### src/rtl/pkt_ready_tracker.sv
module pkt_ready_tracker #(
  parameter int NQ = 32,
  parameter int DW = 36,
  parameter int CW = 8
) (
  input  logic                  clk,
  input  logic                  rst_n,
  input  logic                  pkt_mode_i,
  input  logic [1:0]            port_cfg_i,
  input  logic                  wr_en_i,
  input  logic [$clog2(NQ)-1:0] wr_q_i,
  input  logic [DW-1:0]         wr_data_i,
  input  logic                  rd_en_i,
  input  logic [DW-1:0]         rd_data_i,
  input  logic                  rd_sel_en_i,
  input  logic [$clog2(NQ)-1:0] rd_sel_i,
  output logic                  pkt_ready_n_o,
  output logic                  switch_err_o,
  output logic                  sop_err_o,
  output logic                  pkt_mode_o
);
  localparam int QW = $clog2(NQ);
  localparam int SOP_BIT = DW - 4;
  localparam int EOP_BIT = DW - 3;
  localparam logic [CW-1:0] CMAX = '1;

  logic          mode_q;
  logic [CW-1:0] cnt [NQ];
  logic [NQ-1:0] open_q, inc_v, dec_v;
  logic [QW-1:0] wq_last, rsel_q;

  wire wr_act  = mode_q & wr_en_i;
  wire w_sop   = wr_act & wr_data_i[SOP_BIT];
  wire w_eop   = wr_act & wr_data_i[EOP_BIT];
  wire r_eop   = mode_q & rd_en_i & rd_data_i[EOP_BIT];
  wire cur_open = open_q[wr_q_i];
  wire w_done  = w_eop & (cur_open | w_sop);
  wire dup_sop = w_sop & cur_open;
  wire sw_err  = wr_act & (wr_q_i != wq_last) & open_q[wq_last];

  assign pkt_mode_o = mode_q;

  always_comb begin
    for (int q = 0; q < NQ; q++) begin
      inc_v[q] = w_done && (wr_q_i == QW'(q));
      dec_v[q] = r_eop && (rsel_q == QW'(q)) && (cnt[q] != '0);
    end
  end

  always_ff @(posedge clk) begin
    if (!rst_n) begin
      mode_q        <= pkt_mode_i && (port_cfg_i == 2'b00);
      open_q        <= '0;
      wq_last       <= '0;
      rsel_q        <= '0;
      pkt_ready_n_o <= 1'b1;
      switch_err_o  <= 1'b0;
      sop_err_o     <= 1'b0;
      for (int q = 0; q < NQ; q++) cnt[q] <= '0;
    end else begin
      for (int q = 0; q < NQ; q++) begin
        if (inc_v[q] && !dec_v[q] && cnt[q] != CMAX) cnt[q] <= cnt[q] + 1'b1;
        else if (dec_v[q] && !inc_v[q])              cnt[q] <= cnt[q] - 1'b1;
      end
      if (wr_act) begin
        if (w_eop)      open_q[wr_q_i] <= 1'b0;
        else if (w_sop) open_q[wr_q_i] <= 1'b1;
      end
      if (wr_en_i)     wq_last <= wr_q_i;
      if (rd_sel_en_i) rsel_q  <= rd_sel_i;
      pkt_ready_n_o <= !(mode_q && cnt[rsel_q] != '0);
      switch_err_o  <= sw_err;
      sop_err_o     <= dup_sop;
    end
  end

  AST_MODE_HELD: assert property (@(posedge clk) disable iff (!rst_n)
    1'b1 |=> $stable(mode_q));
  AST_OFF_FLAG_HIGH: assert property (@(posedge clk) disable iff (!rst_n)
    !mode_q |=> (pkt_ready_n_o && !switch_err_o && !sop_err_o));
  AST_SWITCH_AFTER_WRITE: assert property (@(posedge clk) disable iff (!rst_n)
    switch_err_o |-> $past(wr_en_i));
  AST_DUP_SOP_MARKED: assert property (@(posedge clk) disable iff (!rst_n)
    sop_err_o |-> $past(wr_en_i && wr_data_i[SOP_BIT]));
  AST_READY_NEEDS_MODE: assert property (@(posedge clk) disable iff (!rst_n)
    !pkt_ready_n_o |-> mode_q);
endmodule

### config.mk
export PLATFORM = sky130hd
export DESIGN_NAME = pkt_ready_tracker
export DESIGN_NICKNAME = d
export VERILOG_FILES = /design/src/rtl/pkt_ready_tracker.sv
export SDC_FILE = /design/constraint.sdc
export NUM_CORES = 1
export LEC_CHECK = 0
export ABC_AREA = 1
export BUFFER_PORTS_ARGS = -buffer_cell sky130_fd_sc_hd__buf_2
export CAP_MARGIN = 10
export CORE_MARGIN = 3
export CORE_UTILIZATION = 64
export DETAILED_ROUTE_END_ITERATION = 10
export PLACE_DENSITY = 0.81
export SYNTH_ARGS = -nofsm -noshare
export SYNTH_HDL_FRONTEND = slang
export SYNTH_SLANG_ARGS = --single-unit
### constraint.sdc
create_clock -name clk -period 5.1 [get_ports clk]
set_clock_uncertainty 0.15 [all_clocks]
set_input_delay 0.765 -clock clk [delete_from_list [all_inputs] [get_ports clk]]
set_output_delay 0.765 -clock clk [all_outputs]
set_load 0.02 [all_outputs]
==> results of run 1 <==
-- synth_stat cells (2+ instances only) --
cell type  count
o31ai_1       14
clkinv_1       5
nand3b_1       5
nor2_1       432
nand2_1      401
clkbuf_1      48
o21bai_1      13
nand3_2        2
nor3_2         6
a211oi_1      12
o21a_1         5
or2_2         15
mux2i_1        4
o211ai_1      33
nor3_1        75
buf_4          2
edfxtp_1     257
nor2_4         3
nand4_1      105
buf_1          7
o221ai_1      12
o21ai_0      235
xor2_1        44
nor4_1        31
dfxtp_1       50
buf_6          4
a221oi_1       2
buf_2          2
inv_1        390
o211a_1        2
nand2_2        7
xnor2_1       47
ha_1         189
o21ai_1        7
a21oi_1      279
and2_1        13
o22ai_1        9
fa_1          31
nand3_1      121
a31oi_1       31
a311oi_1       5
inv_2         21
-- power by group --
group	internal [W]	switching, W	leakage (nW)	total [W]
clock network	0.00168	0.00110	0.630	0.00278
logic	0.000228	0.000490	7.44	0.000718
registers	0.00285	0.000133	3.05	0.00298
total	0.00476	0.00172	11.1	0.00649
-- per-layer routing --
layer | wire length [microns] | global-route usage, % | vias to the layer above
li1 | - | - | 10500
met1 | 24600 | 39.2 | 10200
met2 | 28700 | 52.3 | 903
met3 | 4590 | 5.19 | 195
met4 | 2730 | 14.0 | 0
met5 | 0 | 0 | -
-- cells by family after synthesis --
family / share of synthesized area (%)
muxes: 0.171
adders and majority gates: 12.8
and+or+nand+nor: 22.9
DFF: 37.3
AOI/OAI and AO/OA: 15.6
buffers and inverters: 7.88
xor gates and xnor gates: 3.41
-- critical path, delay by kind of cell (launching register included) --
family,cells,cell delay (ps)
AND/OR/NAND/NOR,6,1170
adder cells (fa/ha/maj),1,380
buffers and inverters,4,560
flip-flops,1,650
AO/OA/AOI/OAI,6,1230
-- cell type report --
class	count	area share, %
tap	461	2.27
inverter	417	6.16
clock inverter	14	0.600
sequential	307	34.2
clock buffer	53	4.40
timing repair buffer	69	1.91
multi-input combinational	2198	50.4
-- final timing paths --
| kind | from | endpoint | slack [ps] |
|---|---|---|---|
| worst min register to register | register | register | 380 |
| worst max-delay path | pkt_mode_o | cnt[25][6] | 790 |
| worst max register to register | pkt_mode_o | cnt[25][6] | 790 |
| worst min-delay path | port_cfg_i[1] | pkt_mode_o | 330 |
-- metrics by stage --
stage | std cells | hold slack (ps) | setup slack, ps | cell area, sq um | util, %
after floorplan | 2985 | 290 | 1110 | 23400 | -
after global placement | 3452 | 336 | 518 | 24200 | 67.5
after detailed placement | 3452 | 356 | 414 | 24200 | 67.5
after CTS | 3519 | 316 | 906 | 25500 | 71.1
after global routing | 3519 | 340 | 545 | 25500 | 71.1
final | 3519 | 329 | 792 | 25500 | 71.1
==> impl_metrics.toml, run 1 <==
[critical_path]
cpMostUsedCell = "nor2_1"
crit_chain = "nand3_1 > nor2_2 > buf_4 > clkinv_1 > buf_4 > a311oi_1 > nand2_1 > nor2_1 > ha_1 > a21oi_1 > inv_1 > a31oi_1 > nor2_1 > o21a_1 > nor2_1 > o21ai_0 > a21oi_1"
worst_path_largest_cell_delay_ps = 650
slowest_stage = "edfxtp_1"
worst-path-max-fanout = 10
crit_type = "reg -> reg"
critPathLaunchType = "register"
reg2regPathDepth = 17
cp.required_ps = 5360
critPathCaptureType = "register"
crit_arrival_ps = 4560

[cells_and_area]
fillerInstances = 2762
regArea_sq_um = 8720
multi_input_area_sq_um = 12800
num-nets-final = 3340
layout_commonest_cell = "nor2_1"
diodes = 0
area_growth_syn_to_layout_pct = 8.80
drive_gt1_share_pct = 6.08
final_cell_mix = "nor2_1 (432), nand2_1 (401), inv_1 (390), a21oi_1 (279), edfxtp_1 (257)"

[routing]
wl_mm = 60.6
via_count = 21700
ant_nets = 0
wire_per_inst_microns = 17.2
post_drt_via_cell_ratio = 6.18
drc = 0
firstDrtPassIters = 8
drt-initial-drc-count = 2162

[cts]
clock_latency_ps = 560
cts_root_buffer = "clkbuf_16"
cts_resized = 0
clk_pin_slew_ps = 60
cts_hold_buf = 0
cts_tree = "built"
postCtsSetupBuffers = 0
htree_levels = 2
cts.sinks = 307
numCtsBuffers = 37
clk_path_buf_depth = 3

[die]
dieArea_sq_um = 38900
core.rowCount = 69
core_area_sq_um = 35800
initial_core_util_pct = 65.3
ios = 94
die_w_microns = 197
fp.dieH_microns = 197

[hold_path]
hold_class = "in -> reg"
worstHoldPathCells = 2

[synthesis]
synth-main-ff-cell = "edfxtp_1"
syn_nets = 3295
syn_avg_cell_area_sq_um = 7.84
yosysWarnings = 0
ys_seq_area_share_pct = 37.3
postSynthCellCount = 2985
syn_area_sq_um = 23400
yosys.area.top_type = "edfxtp_1"
synth_cell_type_count = 51
synth_edf_count = 257
synth_seq_cells = 307
synthTopCellsByArea = "edfxtp_1 (33%), ha_1 (10%), nor2_1 (6.9%), nand2_1 (6.4%), inv_1 (6.3%)"
synth.top_cell.area_share_pct = 33.0
synthArstFlopShare_pct = 0

[global_route]
antenna_found_initial = 0
first_global_vias = 20900
grt_first_pass_wirelength_mm = 99.7
track_usage_pct = 30.9
grt_overflow = 0
grt_max_degree = 66

[placed_design]
post-dp-hpwl_mm = 43.9
gp_congestion = 0.967
portBuffers = 24

[timing]
hold_viol = 0
max_freq_ghz = 0.232
finalCritPeriodShare_pct = 84.5
slew_headroom_pct = 31.3
rsz0062_at_grt = "no"
finalSetupViolCount = 0
worst_slew_pin_slew_ps = 1030
slew_violations = 0
fin_crit_ps = 4310
tns_ps = 0

[power_and_ir_drop]
p_per_area_nw_per_um2 = 255
total_power_w = 0.00649
p_leak_nw = 11.1
peakVddDrop_mv = 0.281

[status]
outcome = "finished, final reports clean"

[run]
drv_cap = 0
No activity file was read; power rests on OpenSTA's default activity.
==> run 2, diff against run 1 <==
Clock period 5.1 ns to 4 ns, I/O delays scaled along.
==> impl_metrics.toml, run 2 (synthesized netlist as in run 1, its figures left out) <==
[cts]
clk_path_buf_depth = 3
clk_pin_slew_ps = 60
postCtsSetupBuffers = 0
cts_root_buffer = "clkbuf_16"
cts_hold_buf = 0
cts.sinks = 307
htree_levels = 2
clock_latency_ps = 530
cts_tree = "built"
numCtsBuffers = 36
cts_resized = 0

[timing]
worst_slew_pin_slew_ps = 1010
fin_crit_ps = 3760
finalSetupViolCount = 0
hold_viol = 0
rsz0062_at_grt = "no"
slew_violations = 0
setup_slack_ps = 236
slew_headroom_pct = 32.4
max_freq_ghz = 0.266
finalCritPeriodShare_pct = 94.1

[global_route]
first_global_vias = 21800
antenna_found_initial = 0
grt_overflow = 0
grt_max_degree = 40
grt_first_pass_wirelength_mm = 103
track_usage_pct = 32.0

[critical_path]
cp.required_ps = 4220
worst-path-max-fanout = 6
critPathCaptureType = "register"
crit_type = "reg -> reg"
crit_arrival_ps = 3990
critPathLaunchType = "register"

[power_and_ir_drop]
p_comb_share_pct = 12.3
peakVddDrop_mv = 0.257
p_seq_share_pct = 47.9
p_per_area_nw_per_um2 = 299
cellInternalPower_w = 0.00581
clkPwrFrac_pct = 39.7
swShare_pct = 26.9
switchingPower_w = 0.00214
total_power_w = 0.00795
p_leak_nw = 11.8

[die]
fp.dieH_microns = 197
dieArea_sq_um = 38900
ios = 94
core_area_sq_um = 35800
core.rowCount = 69
die_w_microns = 197
initial_core_util_pct = 65.3

[routing]
drc = 0
post_drt_via_cell_ratio = 6.04
ant_nets = 0
via_count = 22200
firstDrtPassIters = 6
wl_mm = 62.8
drt-initial-drc-count = 2088
wire_per_inst_microns = 17.1

[placed_design]
post-dp-hpwl_mm = 47.0
portBuffers = 24
dp_slack_ps = -197
dp_cells = 3614
gp_congestion = 0.968

[cells_and_area]
layout_commonest_cell = "nor2_1"
drive_gt1_share_pct = 10.5
diodes = 0
fillerInstances = 2664
area_growth_syn_to_layout_pct = 13.5
finalNonFillerCells = 3677
num-nets-final = 3502
utilization_pct = 74.1
final_cell_mix = "nor2_1 (430), nand2_1 (401), inv_1 (390), a21oi_1 (279), edfxtp_1 (257)"

[status]
outcome = "finished, final reports clean"

[run]
drv_cap = 0

[hold_path]
hold_class = "in -> reg"
[run 2: cell count changes in the layout (fill, tap and decap cells not counted), moves of 2 or more]
cell	previous run	this run
buf_12	2	6
buf_4	44	202
clkbuf_1	6	16
clkbuf_16	40	37
clkbuf_8	7	0
inv_6	2	0
nor2_1	432	430
nor2_2	1	3
[run 2: area by class of cell]
type / instances / area, sq um / share of cell area, %
inverters: 417 / 1570 / 5.90
multi-input cells: 2198 / 12900 / 48.4
repair buffers: 232 / 1760 / 6.62
clock inverters: 9 / 91.3 / 0.344
clock buffers: 53 / 986 / 3.71
well taps: 461 / 577 / 2.17
flip-flops and latches: 307 / 8720 / 32.8
[run 2: final timing paths]
check	start	to	slack, ps	cells past startpoint
setup / recovery	pkt_mode_o	cnt[11][6]	240	15
hold / removal	port_cfg_i[0]	pkt_mode_o	200	2
setup reg to reg	pkt_mode_o	cnt[11][6]	240	15
hold reg to reg	rsel_q[4]	rsel_q[4]	370	2
[run 2: critical path: stages, from the launching register on]
cell      delay, ps
edfxtp_1        390
nand3_1         170
nor2_1          170
inv_1           220
nor4_1          750
nand3_1         180
buf_4           180
fa_1            390
nor2_1          140
o21ai_0         120
nand2_1          80
nand2_1          70
a21oi_1         130
nor2_1           60
or2_2           260
a21oi_1         140
[run 2: stage by stage]
step / instance area [sq um] / TNS (ps) / hold slack [ps]
floorplan: 23400 / 0 / 290
global placement: 25500 / -1320 / 340
detailed placement: 25500 / -3990 / 359
CTS: 26500 / 0 / 189
global route: 26600 / 0 / 200
finish: 26600 / 0 / 199
[run 2: routing by layer]
layer	GRT usage [%]	vias to the layer above	routed length, microns
met5	0	-	0
met4	14.3	0	2630
met3	4.64	195	4280
met2	54.4	882	30100
met1	40.7	10400	25800
li1	-	10800	-
[run 2: power by group through the flow]
stage,clock network (W),registers [W],logic (W)
final,0.00316,0.00381,0.000981
after global routing,0.00330,0.00383,0.00109
after CTS,0.00318,0.00380,0.000962
after detailed placement,0,0.00387,0.000952
after global placement,0,0.00386,0.000907
after floorplan,0,0.00380,0.000663
